--- src/rtl/ordexp_pkg.sv ---
// Shared types for the ordering fence expander.
// Assumes: uop kind codes are decoded by downstream stages and must not change.
package ordexp_pkg;

    typedef enum logic [1:0] {
        UK_PLAIN      = 2'b00,
        UK_ATOMIC     = 2'b01,
        UK_FENCE_PRE  = 2'b10,
        UK_FENCE_POST = 2'b11
    } uop_kind_e;

    typedef enum logic [1:0] {
        PH_PRE  = 2'd0,
        PH_OP   = 2'd1,
        PH_POST = 2'd2
    } phase_e;

endpackage

--- src/rtl/ordexp_plan.sv ---
// Decides the shape of an expansion from the incoming ordering bits.
// Assumes: ordering bits are meaningful only when the instruction is atomic.
module ordexp_plan
    import ordexp_pkg::*;
(
    input  logic   is_atomic,
    input  logic   acq,
    input  logic   rel,
    output phase_e start_phase,
    output logic   want_post
);

    // Release on an atomic starts with a fence; acquire adds one at the end.
    always_comb begin
        start_phase = (is_atomic && rel) ? PH_PRE : PH_OP;
        want_post   = is_atomic && acq;
    end

endmodule

--- src/rtl/ordexp_seq.sv ---
// Holds one accepted instruction and steps through its expansion phases.
// Assumes: in_fire may coincide with uop_fire only on the final micro-op.
module ordexp_seq
    import ordexp_pkg::*;
#(
    parameter int PAYLOAD_W = 32
) (
    input  logic                 clk,
    input  logic                 rst_n,
    input  logic                 in_fire,
    input  logic                 in_atomic,
    input  logic [PAYLOAD_W-1:0] in_payload,
    input  phase_e               start_phase,
    input  logic                 want_post,
    input  logic                 uop_fire,
    input  logic                 cur_last,
    output logic                 busy,
    output phase_e               phase,
    output logic                 held_atomic,
    output logic                 held_post,
    output logic [PAYLOAD_W-1:0] held_payload
);

    logic                 busy_q;
    phase_e               phase_q;
    logic                 atomic_q;
    logic                 post_q;
    logic [PAYLOAD_W-1:0] payload_q;
    phase_e               phase_next;

    // Next phase after the current micro-op is taken.
    always_comb begin
        unique case (phase_q)
            PH_PRE:  phase_next = PH_OP;
            PH_OP:   phase_next = PH_POST;
            default: phase_next = PH_POST;
        endcase
    end

    // Capture a new instruction, or advance / retire the held one.
    always_ff @(posedge clk) begin
        if (!rst_n) begin
            busy_q    <= 1'b0;
            phase_q   <= PH_OP;
            atomic_q  <= 1'b0;
            post_q    <= 1'b0;
            payload_q <= '0;
        end else if (in_fire) begin
            busy_q    <= 1'b1;
            phase_q   <= start_phase;
            atomic_q  <= in_atomic;
            post_q    <= want_post;
            payload_q <= in_payload;
        end else if (uop_fire) begin
            if (cur_last) begin
                busy_q <= 1'b0;
            end else begin
                phase_q <= phase_next;
            end
        end
    end

    assign busy         = busy_q;
    assign phase        = phase_q;
    assign held_atomic  = atomic_q;
    assign held_post    = post_q;
    assign held_payload = payload_q;

endmodule

--- src/rtl/ordexp_emit.sv ---
// Forms the offered micro-op from the held instruction and its phase.
// Assumes: phase PH_POST is reached only when a trailing fence was planned.
module ordexp_emit
    import ordexp_pkg::*;
#(
    parameter int PAYLOAD_W = 32
) (
    input  phase_e               phase,
    input  logic                 held_atomic,
    input  logic                 held_post,
    input  logic [PAYLOAD_W-1:0] held_payload,
    output uop_kind_e            kind,
    output logic                 last,
    output logic [PAYLOAD_W-1:0] payload
);

    // Map the phase to kind, last flag and payload.
    always_comb begin
        unique case (phase)
            PH_PRE: begin
                kind    = UK_FENCE_PRE;
                last    = 1'b0;
                payload = '0;
            end
            PH_OP: begin
                kind    = held_atomic ? UK_ATOMIC : UK_PLAIN;
                last    = !held_post;
                payload = held_payload;
            end
            PH_POST: begin
                kind    = UK_FENCE_POST;
                last    = 1'b1;
                payload = '0;
            end
            default: begin
                kind    = UK_PLAIN;
                last    = 1'b1;
                payload = '0;
            end
        endcase
    end

endmodule

--- src/rtl/ordexp_fence_expander.sv ---
// Top: expands atomic instructions into fence / op / fence micro-op streams.
// Assumes: decode has already flagged atomics and extracted the ordering bits.
module ordexp_fence_expander
    import ordexp_pkg::*;
#(
    parameter int PAYLOAD_W = 32
) (
    input  logic                 clk,
    input  logic                 rst_n,
    input  logic                 in_valid,
    output logic                 in_ready,
    input  logic                 in_atomic,
    input  logic                 in_acq,
    input  logic                 in_rel,
    input  logic [PAYLOAD_W-1:0] in_payload,
    output logic                 uop_valid,
    input  logic                 uop_ready,
    output logic [1:0]           uop_kind,
    output logic [PAYLOAD_W-1:0] uop_payload,
    output logic                 uop_last
);

    phase_e               start_phase;
    logic                 want_post;
    logic                 busy;
    phase_e               phase;
    logic                 held_atomic;
    logic                 held_post;
    logic [PAYLOAD_W-1:0] held_payload;
    uop_kind_e            kind_w;
    logic                 last_w;
    logic                 in_fire;
    logic                 uop_fire;

    // Handshake: accept when idle, or when the final micro-op leaves now.
    assign uop_valid = busy;
    assign uop_fire  = busy && uop_ready;
    assign in_ready  = !busy || (last_w && uop_ready);
    assign in_fire   = in_valid && in_ready;
    assign uop_kind  = kind_w;
    assign uop_last  = last_w;

    ordexp_plan u_plan (
        .is_atomic   (in_atomic),
        .acq         (in_acq),
        .rel         (in_rel),
        .start_phase (start_phase),
        .want_post   (want_post)
    );

    ordexp_seq #(.PAYLOAD_W(PAYLOAD_W)) u_seq (
        .clk          (clk),
        .rst_n        (rst_n),
        .in_fire      (in_fire),
        .in_atomic    (in_atomic),
        .in_payload   (in_payload),
        .start_phase  (start_phase),
        .want_post    (want_post),
        .uop_fire     (uop_fire),
        .cur_last     (last_w),
        .busy         (busy),
        .phase        (phase),
        .held_atomic  (held_atomic),
        .held_post    (held_post),
        .held_payload (held_payload)
    );

    ordexp_emit #(.PAYLOAD_W(PAYLOAD_W)) u_emit (
        .phase        (phase),
        .held_atomic  (held_atomic),
        .held_post    (held_post),
        .held_payload (held_payload),
        .kind         (kind_w),
        .last         (last_w),
        .payload      (uop_payload)
    );

endmodule

--- config.mk ---
export PLATFORM = sky130hd
export DESIGN_NAME = ordexp_fence_expander
export DESIGN_NICKNAME = d
export VERILOG_FILES = /design/src/rtl/ordexp_pkg.sv /design/src/rtl/ordexp_plan.sv /design/src/rtl/ordexp_seq.sv /design/src/rtl/ordexp_emit.sv /design/src/rtl/ordexp_fence_expander.sv
export SDC_FILE = /design/constraint.sdc
export NUM_CORES = 1
export LEC_CHECK = 0
export BUFFER_PORTS_ARGS = -buffer_cell sky130_fd_sc_hd__clkbuf_2
export CAP_MARGIN = 20
export CORE_MARGIN = 5
export CORE_UTILIZATION = 45
export CTS_CLUSTER_SIZE = 30
export DETAILED_ROUTE_END_ITERATION = 12
export GPL_ROUTABILITY_DRIVEN = 0
export PLACE_DENSITY = 0.76
export SLEW_MARGIN = 20
export SYNTH_ARGS = -nofsm -noshare
export SYNTH_HDL_FRONTEND = slang
export SYNTH_HIERARCHICAL = 1
export SYNTH_SLANG_ARGS = --single-unit
--- constraint.sdc ---
create_clock -name clk -period 1.91 [get_ports clk]
set_clock_uncertainty 0.05 [all_clocks]
set_input_delay 0 -clock clk [delete_from_list [all_inputs] [get_ports clk]]
set_output_delay 0 -clock clk [all_outputs]
set_load 0.05 [all_outputs]
==> metrics.md, run 1 <==
| Metric | Value |
|---|---|
| Run status | `finished clean` |
| Number of placed cells counting well taps | `289` |
| Die height | `approximately 73 um` |
| Sort of element at the end of the critical path | `output port` |
| WS Path Type | `register to output port` |
| Most common library cell in the layout ignoring fill and taps | `sky130_fd_sc_hd__clkbuf_2` |
| Antenna-violating nets left | `0` |
| Number of diodes | `0` |
| Critical path launch point type | `register` |
| Headroom to the max-slew limit | `0.603` |
| Fin cells | `330` |
| Met3 wire len | `around 270 um` |
| Vias per cell | `4.53` |
| Post-detailed-route DRC marker count | `0` |
| Net count after synthesis | `roughly 210` |
| Least-Margin Pin Slew | `0.594 ns` |
| Max IR drop VDD | `472 uV` |
| Synthesized flop and latch total | `37` |
| Part of the Yosys area used for sequential elements | `0.414` |
| Horizontal extent of the die | `73.1 um` |
| Number of top-level pins | `76` |
| Area Growth Syn to Fin | `46.4%` |
| Synthesized instance count | `174` |
| Maximum buffer depth of the clock tree | `2` |
| Mean instance size in the synthesized netlist | `10.3 sq um` |
| Max Fclk | `0.564 GHz` |
| Leakage | `0.00127 uW` |
| Vias in the first global route | `1,543` |
| Via count | `~1,500` |
| MaxCap Viol Count | `0` |
| Met2 WL post-DR | `2200 um` |
| Post-CTS setup buffers | `0` |
| Register clock-pin slew on the reported worst setup and hold paths | `approximately 0.07 ns` |
| HPWL after detailed placement | `approximately 2600 um` |
| Number of H-tree levels | `2` |
| DRT met1 WL | `1680 um` |
| Starting DRC count in detailed routing | `62` |
| Detailed-router iteration count before antenna repair | `4` |
| Final Slew Violations | `0` |
| Power Dens Cells | `785 nW/um^2` |
| Core ar. | `3910 sq um` |
| Highest fanout seen on the critical path | `33` |
| Final hold violation count | `0` |
| Initial core utilization | `0.457` |
| Largest net degree at the start of global routing | `38` |
| Async set-or-reset flop fraction in the synthesized netlist | `0` |
| Clock Sinks | `37` |
| Data arrival at the endpoint of the critical path | `between 1.5 and 2 ns` |
| Ratio of cells with drive above 1 in the final layout | `0.411` |
| Predominant post-synthesis flop cell | `sky130_fd_sc_hd__dfxtp_1` |
| Overall track demand over capacity in global routing | `0.164` |
| Cts bufs inserted | `5` |
| Worst-Skew Late Latency | `0.27 ns` |
| Number of flops mapped to enable cells by yosys | `0` |
| Overflow left after global routing | `0` |
| Area after detailed placement | `2180 sq um` |
| Post-route cell area | `2620 sq um` |
| CP required | `1.86 ns` |
| TritonCTS clock tree | `built` |
| Number of cell instances on the worst register-to-register path | `7` |
| First-pass GRT wire length | `6840 um` |
| Total setup violations reported at the end of the flow | `0` |
| Highest-count cells in the layout ignoring fill and taps | `73 x sky130_fd_sc_hd__clkbuf_2, 36 x sky130_fd_sc_hd__dfxtp_1, 35 x sky130_fd_sc_hd__nor2b_1, 34 x sky130_fd_sc_hd__mux2i_1, 33 x sky130_fd_sc_hd__dlygate4sd3_1` |
| Total wire length | `4190 um` |
| Number of warnings printed during yosys synthesis | `6` |
| Post-DR wirelength/cell | `around 13 um` |
| Period Utilization, post-route | `0.928` |
| Hold/Removal Path Class | `input port to register` |
| Final #Nets | `318` |
| Initial antenna violation count | `0` |
| Cell area after synthesis | `1790 sq um` |
| Worst hold path stage count | `4` |
| Synth cell types | `26` |
| WHS | `just under 0.08 ns` |
| Root buffer cell | `sky130_fd_sc_hd__clkbuf_8` |
| Highest metal layer with signal wires | `met4` |
| Time the final worst path needs with I/O delays and setup | `between 1.5 and 2 ns` |
| Std cell rows | `23` |
| Setup repair after global routing missed its margin | `false` |
| Die Outline Area | `5340 sq um` |
| Number of I/O port buffers | `75` |
final cells by class:
class / count / area [sq um]
repair buffers: 110 / 746
fillers: 314 / 1290
well taps: 50 / 62.6
clock buffers: 8 / 111
inverters: 3 / 15.0
flip-flops and latches: 37 / 744
multi-input cells: 122 / 941
synth_stat cells, types with 2 or more instances:
library cell | count | area, sq um
sky130_fd_sc_hd__a21oi_1 | 2 | 10.0
sky130_fd_sc_hd__inv_1 | 2 | 7.51
sky130_fd_sc_hd__nor2b_1 | 35 | 219
sky130_fd_sc_hd__and2_1 | 12 | 75.1
sky130_fd_sc_hd__mux2i_1 | 34 | 340
sky130_fd_sc_hd__and2_2 | 22 | 165
sky130_fd_sc_hd__buf_2 | 3 | 15.0
sky130_fd_sc_hd__clkbuf_1 | 2 | 7.51
sky130_fd_sc_hd__nand2_1 | 5 | 18.8
sky130_fd_sc_hd__buf_12 | 2 | 40.0
sky130_fd_sc_hd__buf_6 | 4 | 45.0
sky130_fd_sc_hd__dfxtp_1 | 37 | 741
registers in the layout, indices dropped and copies added (netlist names):
| name | cells |
|---|---|
| u_seq/held_atomic | 1 |
| u_seq/busy | 1 |
| u_seq/phase | 2 |
| u_seq/held_post | 1 |
| u_seq/held_payload | 32 |
power breakdown:
part	total, uW	internal, uW	switching, uW
Combinational	580	231	349
Clock	623	373	250
Sequential	855	825	30.0
Total	2060	1430	628
path summary, 6_finish.rpt:
| check | start | endpoint | slack [ns] |
|---|---|---|---|
| setup / recovery | u_seq/phase[0]$_SDFFE_PN1P_ | uop_payload[18] | 0.14 |
| hold / removal | in_acq | u_seq/held_post$_SDFFE_PN0P_ | 0.08 |
| setup reg to reg | u_seq/phase[0]$_SDFFE_PN1P_ | u_seq/held_payload[24]$_SDFFE_PN0P_ | 0.23 |
| hold reg to reg | u_seq/held_payload[18]$_SDFFE_PN0P_ | u_seq/held_payload[18]$_SDFFE_PN0P_ | 0.46 |
critical path, cell delays in order (launching register included):
cell and delay [ns]:
sky130_fd_sc_hd__dfxtp_4 0.38, sky130_fd_sc_hd__nor2b_4 0.53, sky130_fd_sc_hd__and2_2 0.25, sky130_fd_sc_hd__clkbuf_2 0.28
repair_timing:
action,4_1_cts,5_1_grt
hold buffers,33,0
hold endpoints to repair,33,0
gates resized for setup,0,2
endpoints found under the setup margin,0,2
logic make-up (layout without fill, tap and decap cells):
group	Yosys count	after routing	share of synthesized area
muxes	34	34	0.190
buffers and inverters	15	121	0.0706
other	1	1	0.00210
DFF	37	37	0.414
and+or+nand+nor	79	79	0.290
AOI/OAI and AO/OA	8	8	0.0329
stage by stage:
stage	total power, uW	util	setup TNS [ns]	setup WS [ns]
finish	2060	0.669	0	0.137
global route	2160	0.669	0	0.000331
CTS	2080	0.669	0	0.132
detailed placement	1400	0.557	0	0.248
global placement	1390	0.557	0	0.302
floorplan	1290	-	-2.52	-0.126
routing by layer:
layer  up-vias  GRT usage
met3         4     0.0386
met1       683      0.176
li1        765          -
met2        44      0.315
met5         -          0
met4         0     0.0451
(Power assumes the default switching activity.)
==> inputs of run 2 (changes only) <==
--- a/config.mk
+++ b/config.mk
@@ -8,11 +8,12 @@
 export BUFFER_PORTS_ARGS = -buffer_cell sky130_fd_sc_hd__clkbuf_2
 export CAP_MARGIN = 20
 export CORE_MARGIN = 5
-export CORE_UTILIZATION = 45
+export CORE_UTILIZATION = 47
 export CTS_CLUSTER_SIZE = 30
 export DETAILED_ROUTE_END_ITERATION = 12
 export GPL_ROUTABILITY_DRIVEN = 0
-export PLACE_DENSITY = 0.76
+export PLACE_DENSITY = 0.79
+export RECOVER_POWER = 25
 export SLEW_MARGIN = 20
 export SYNTH_ARGS = -nofsm -noshare
 export SYNTH_HDL_FRONTEND = slang
==> run 2 against run 1 <==
Cell area fell by 1.5%; combinational power about the same; via count fell by 0.87%; maximum frequency increased by 3.3%; setup slack improved by 0.057 ns; worst hold slack got worse by 0.026 ns; first-iteration DRC count shrank 40%; count of clock-buffer cells in the layout down 1; cell count shrank 0.61%; critical endpoint is now uop_payload[20].
==> metrics.md, run 2 (synthesized netlist as in run 1, its figures left out) <==
| Metric | Value |
|---|---|
| Run status | `finished clean (unchanged)` |
| Cell internal power dissipation | `1340 uW (was 1430 uW)` |
| Hold wc startpoint | `in_rel (was in_acq)` |
| Period Utilization, post-route | `0.899 (was 0.928)` |
| Leakage | `0.00121 uW (was 0.00127 uW)` |
| Number of I/O port buffers | `75 (unchanged)` |
| Starting DRC count in detailed routing | `37 (was 62)` |
| WHS | `0.0524 ns (was 0.0785 ns)` |
| Hold/Removal Path Class | `input port to register (unchanged)` |
| Worst hold path stage count | `5 (was 4)` |
| MaxCap Viol Count | `0 (unchanged)` |
| Highest-count cells in the layout ignoring fill and taps | `60 x sky130_fd_sc_hd__clkbuf_2, 36 x sky130_fd_sc_hd__dfxtp_1, 35 x sky130_fd_sc_hd__nor2b_1, 34 x sky130_fd_sc_hd__mux2i_1, 33 x sky130_fd_sc_hd__dlygate4sd3_1 (was 73 x sky130_fd_sc_hd__clkbuf_2, 36 x sky130_fd_sc_hd__dfxtp_1, 35 x sky130_fd_sc_hd__nor2b_1, 34 x sky130_fd_sc_hd__mux2i_1, 33 x sky130_fd_sc_hd__dlygate4sd3_1)` |
| Number of diodes | `0 (unchanged)` |
| Final #Nets | `319 (was 318)` |
| Number of H-tree levels | `2 (unchanged)` |
| Highest fanout seen on the critical path | `14 (was 33)` |
| Final Slew Violations | `0 (unchanged)` |
| Area Growth Syn to Fin | `44.3% (was 46.4%)` |
| Std cell rows | `22 (was 23)` |
| Fin cells | `328 (was 330)` |
| Cts bufs inserted | `5 (unchanged)` |
| WS Path Type | `register to output port (unchanged)` |
| Overall track demand over capacity in global routing | `0.171 (was 0.164)` |
| Vias per cell | `4.52 (was 4.53)` |
| Detailed-router iteration count before antenna repair | `4 (unchanged)` |
| Largest net degree at the start of global routing | `38 (unchanged)` |
| Overflow left after global routing | `0 (unchanged)` |
| Slowest-stage cell, CP | `sky130_fd_sc_hd__clkbuf_1 (was sky130_fd_sc_hd__nor2b_4)` |
| Number of flip-flops in the largest register | `32 (unchanged)` |
| Setup slack on the worst flop-to-flop path | `0.22 ns (was 0.23 ns)` |
| Psw | `615 uW (was 628 uW)` |
| Number of fillers in the final layout | `304 (was 314)` |
| Final hold violation count | `0 (unchanged)` |
| Initial core utilization | `0.485 (was 0.457)` |
| Post-CTS Resized | `0 (unchanged)` |
| Reg2Reg Launch Point | `u_seq/phase[0]$_SDFFE_PN1P_ (unchanged)` |
| Switching portion of total power | `0.314 (was 0.305)` |
| Most common library cell in the layout ignoring fill and taps | `sky130_fd_sc_hd__clkbuf_2 (unchanged)` |
| HPWL after detailed placement | `2640 um (was 2560 um)` |
| Post-placement setup slack | `0.208 ns (was 0.248 ns)` |
| Data arrival at the endpoint of the critical path | `1.67 ns (was 1.72 ns)` |
| Time the final worst path needs with I/O delays and setup | `1.72 ns (was 1.77 ns)` |
| Number of buffer and inverter stages on the critical path | `1 (unchanged)` |
| Power Dens Cells | `759 nW/um^2 (was 785 nW/um^2)` |
| Hold Path End | `u_seq/phase[0]$_SDFFE_PN1P_ (was u_seq/held_post$_SDFFE_PN0P_)` |
| TritonCTS clock tree | `built (unchanged)` |
| Root buffer cell | `sky130_fd_sc_hd__clkbuf_8 (unchanged)` |
| Number of placed cells counting well taps | `288 (was 289)` |
| Crit-path leading delay family | `simple AND/OR/NAND/NOR gates (unchanged)` |
| Setup repair after global routing missed its margin | `false (unchanged)` |
| Endpoint of the worst-slack reg-to-reg timing path | `u_seq/held_payload[23]$_SDFFE_PN0P_ (was u_seq/held_payload[24]$_SDFFE_PN0P_)` |
| Maximum buffer depth of the clock tree | `2 (unchanged)` |
| Max Fclk | `0.583 GHz (was 0.564 GHz)` |
| Largest stage delay on the critical path | `0.47 ns (was 0.53 ns)` |
| CP required | `1.86 ns (about the same)` |
| Initial antenna violation count | `0 (unchanged)` |
| Relative contribution of combinational cells to total power | `0.296 (was 0.282)` |
| Worst-path cell chain | `nor2b_4, and2_2, clkbuf_1 (was nor2b_4, and2_2, clkbuf_2)` |
| Post-DR wirelength/cell | `12.8 um (was 12.7 um)` |
| Headroom to the max-slew limit | `0.586 (was 0.603)` |
| Worst-Skew Late Latency | `0.27 ns (about the same)` |
| Horizontal extent of the die | `71.7 um (was 73.1 um)` |
| Via count | `1,483 (was 1,496)` |
| Total setup violations reported at the end of the flow | `0 (unchanged)` |
| Vias in the first global route | `1,511 (was 1,543)` |
| Total wire length | `4210 um (was 4190 um)` |
| Core ar. | `3690 sq um (was 3910 sq um)` |
| Sequential Power Share | `0.437 (was 0.416)` |
| Critical path launch point type | `register (unchanged)` |
| Post-detailed-route DRC marker count | `0 (unchanged)` |
| Max IR drop VDD | `538 uV (was 472 uV)` |
| First-pass GRT wire length | `6940 um (was 6840 um)` |
| Least-Margin Pin Slew | `0.624 ns (was 0.594 ns)` |
| Clock power frac | `0.267 (was 0.303)` |
| Setup WS post-layout | `0.193 ns (was 0.137 ns)` |
| Number of cell instances on the worst register-to-register path | `7 (unchanged)` |
| Register clock-pin slew on the reported worst setup and hold paths | `0.06 ns (was 0.07 ns)` |
| Die Outline Area | `5140 sq um (was 5340 sq um)` |
| Ratio of cells with drive above 1 in the final layout | `0.357 (was 0.411)` |
| Die height | `71.7 um (was 73.1 um)` |
| Number of top-level pins | `76 (unchanged)` |
| Final Core Density | `0.700 (was 0.669)` |
| Clock Sinks | `37 (unchanged)` |
| Sort of element at the end of the critical path | `output port (unchanged)` |
| Antenna-violating nets left | `0 (unchanged)` |
## run 2: worst max path at each step
stage	start	end	slack (ns)	cells past startpoint
2_1_floorplan	u_seq/phase[0]$_SDFFE_PN1P_	u_seq/phase[0]$_SDFFE_PN1P_	-0.13	7
3_3_place_gp	u_seq/phase[0]$_SDFFE_PN1P_	u_seq/held_payload[19]$_SDFFE_PN0P_	0.28	7
3_5_place_dp	u_seq/phase[0]$_SDFFE_PN1P_	u_seq/held_payload[12]$_SDFFE_PN0P_	0.21	7
4_1_cts	u_seq/phase[0]$_SDFFE_PN1P_	u_seq/held_payload[23]$_SDFFE_PN0P_	0.21	7
5_1_grt	u_seq/phase[0]$_SDFFE_PN1P_	u_seq/held_payload[20]$_SDFFE_PN0P_	0.09	7
6_report	u_seq/phase[0]$_SDFFE_PN1P_	uop_payload[20]	0.19	3
## run 2: tightest hold or removal path, delay by kind of cell
| family | cells | cell delay [ns] |
|---|---|---|
| simple gates | 3 | 0.16 |
| compound gates | 1 | 0.11 |
| buf+inv | 1 | 0.08 |
## run 2: cell type report
type / count / area, sq um / area share
flip-flops and latches: 37 / 744 / 0.288
inverters: 3 / 15.0 / 0.00582
repair buffers: 111 / 734 / 0.285
clock buffers: 7 / 86.3 / 0.0334
multi-input cells: 122 / 941 / 0.365
well taps: 48 / 60.1 / 0.0233
## run 2: metal layers
layer | global-route usage | share of wire | vias up
li1 | - | - | 768
met1 | 0.189 | 0.41 | 656
met2 | 0.307 | 0.51 | 49
met3 | 0.0435 | 0.058 | 10
met4 | 0.0731 | 0.023 | 0
met5 | 0 | 0 | -
## run 2: timing repair
item                      4_1_cts  5_1_grt
hold endpoints to repair       33        0
hold buffers                   33        0
setup buffers                   0        0
## run 2: power by group through the flow
| stage | sequential, uW | clock (uW) | combinational [uW] |
|---|---|---|---|
| floorplan | 871 | 0 | 423 |
| global placement | 871 | 0 | 530 |
| detailed placement | 872 | 0 | 533 |
| CTS | 856 | 542 | 587 |
| global route | 863 | 576 | 621 |
| finish | 856 | 524 | 580 |
## run 2: per-stage QoR
| stage | power [uW] | setup TNS, ns | cell area (sq um) |
|---|---|---|---|
| after CTS | 1980 | 0 | 2600 |
| after floorplan | 1290 | -2.52 | 1810 |
| after detailed placement | 1410 | 0 | 2180 |
| after global placement | 1400 | 0 | 2180 |
| final | 1960 | 0 | 2580 |
| after global routing | 2060 | 0 | 2580 |
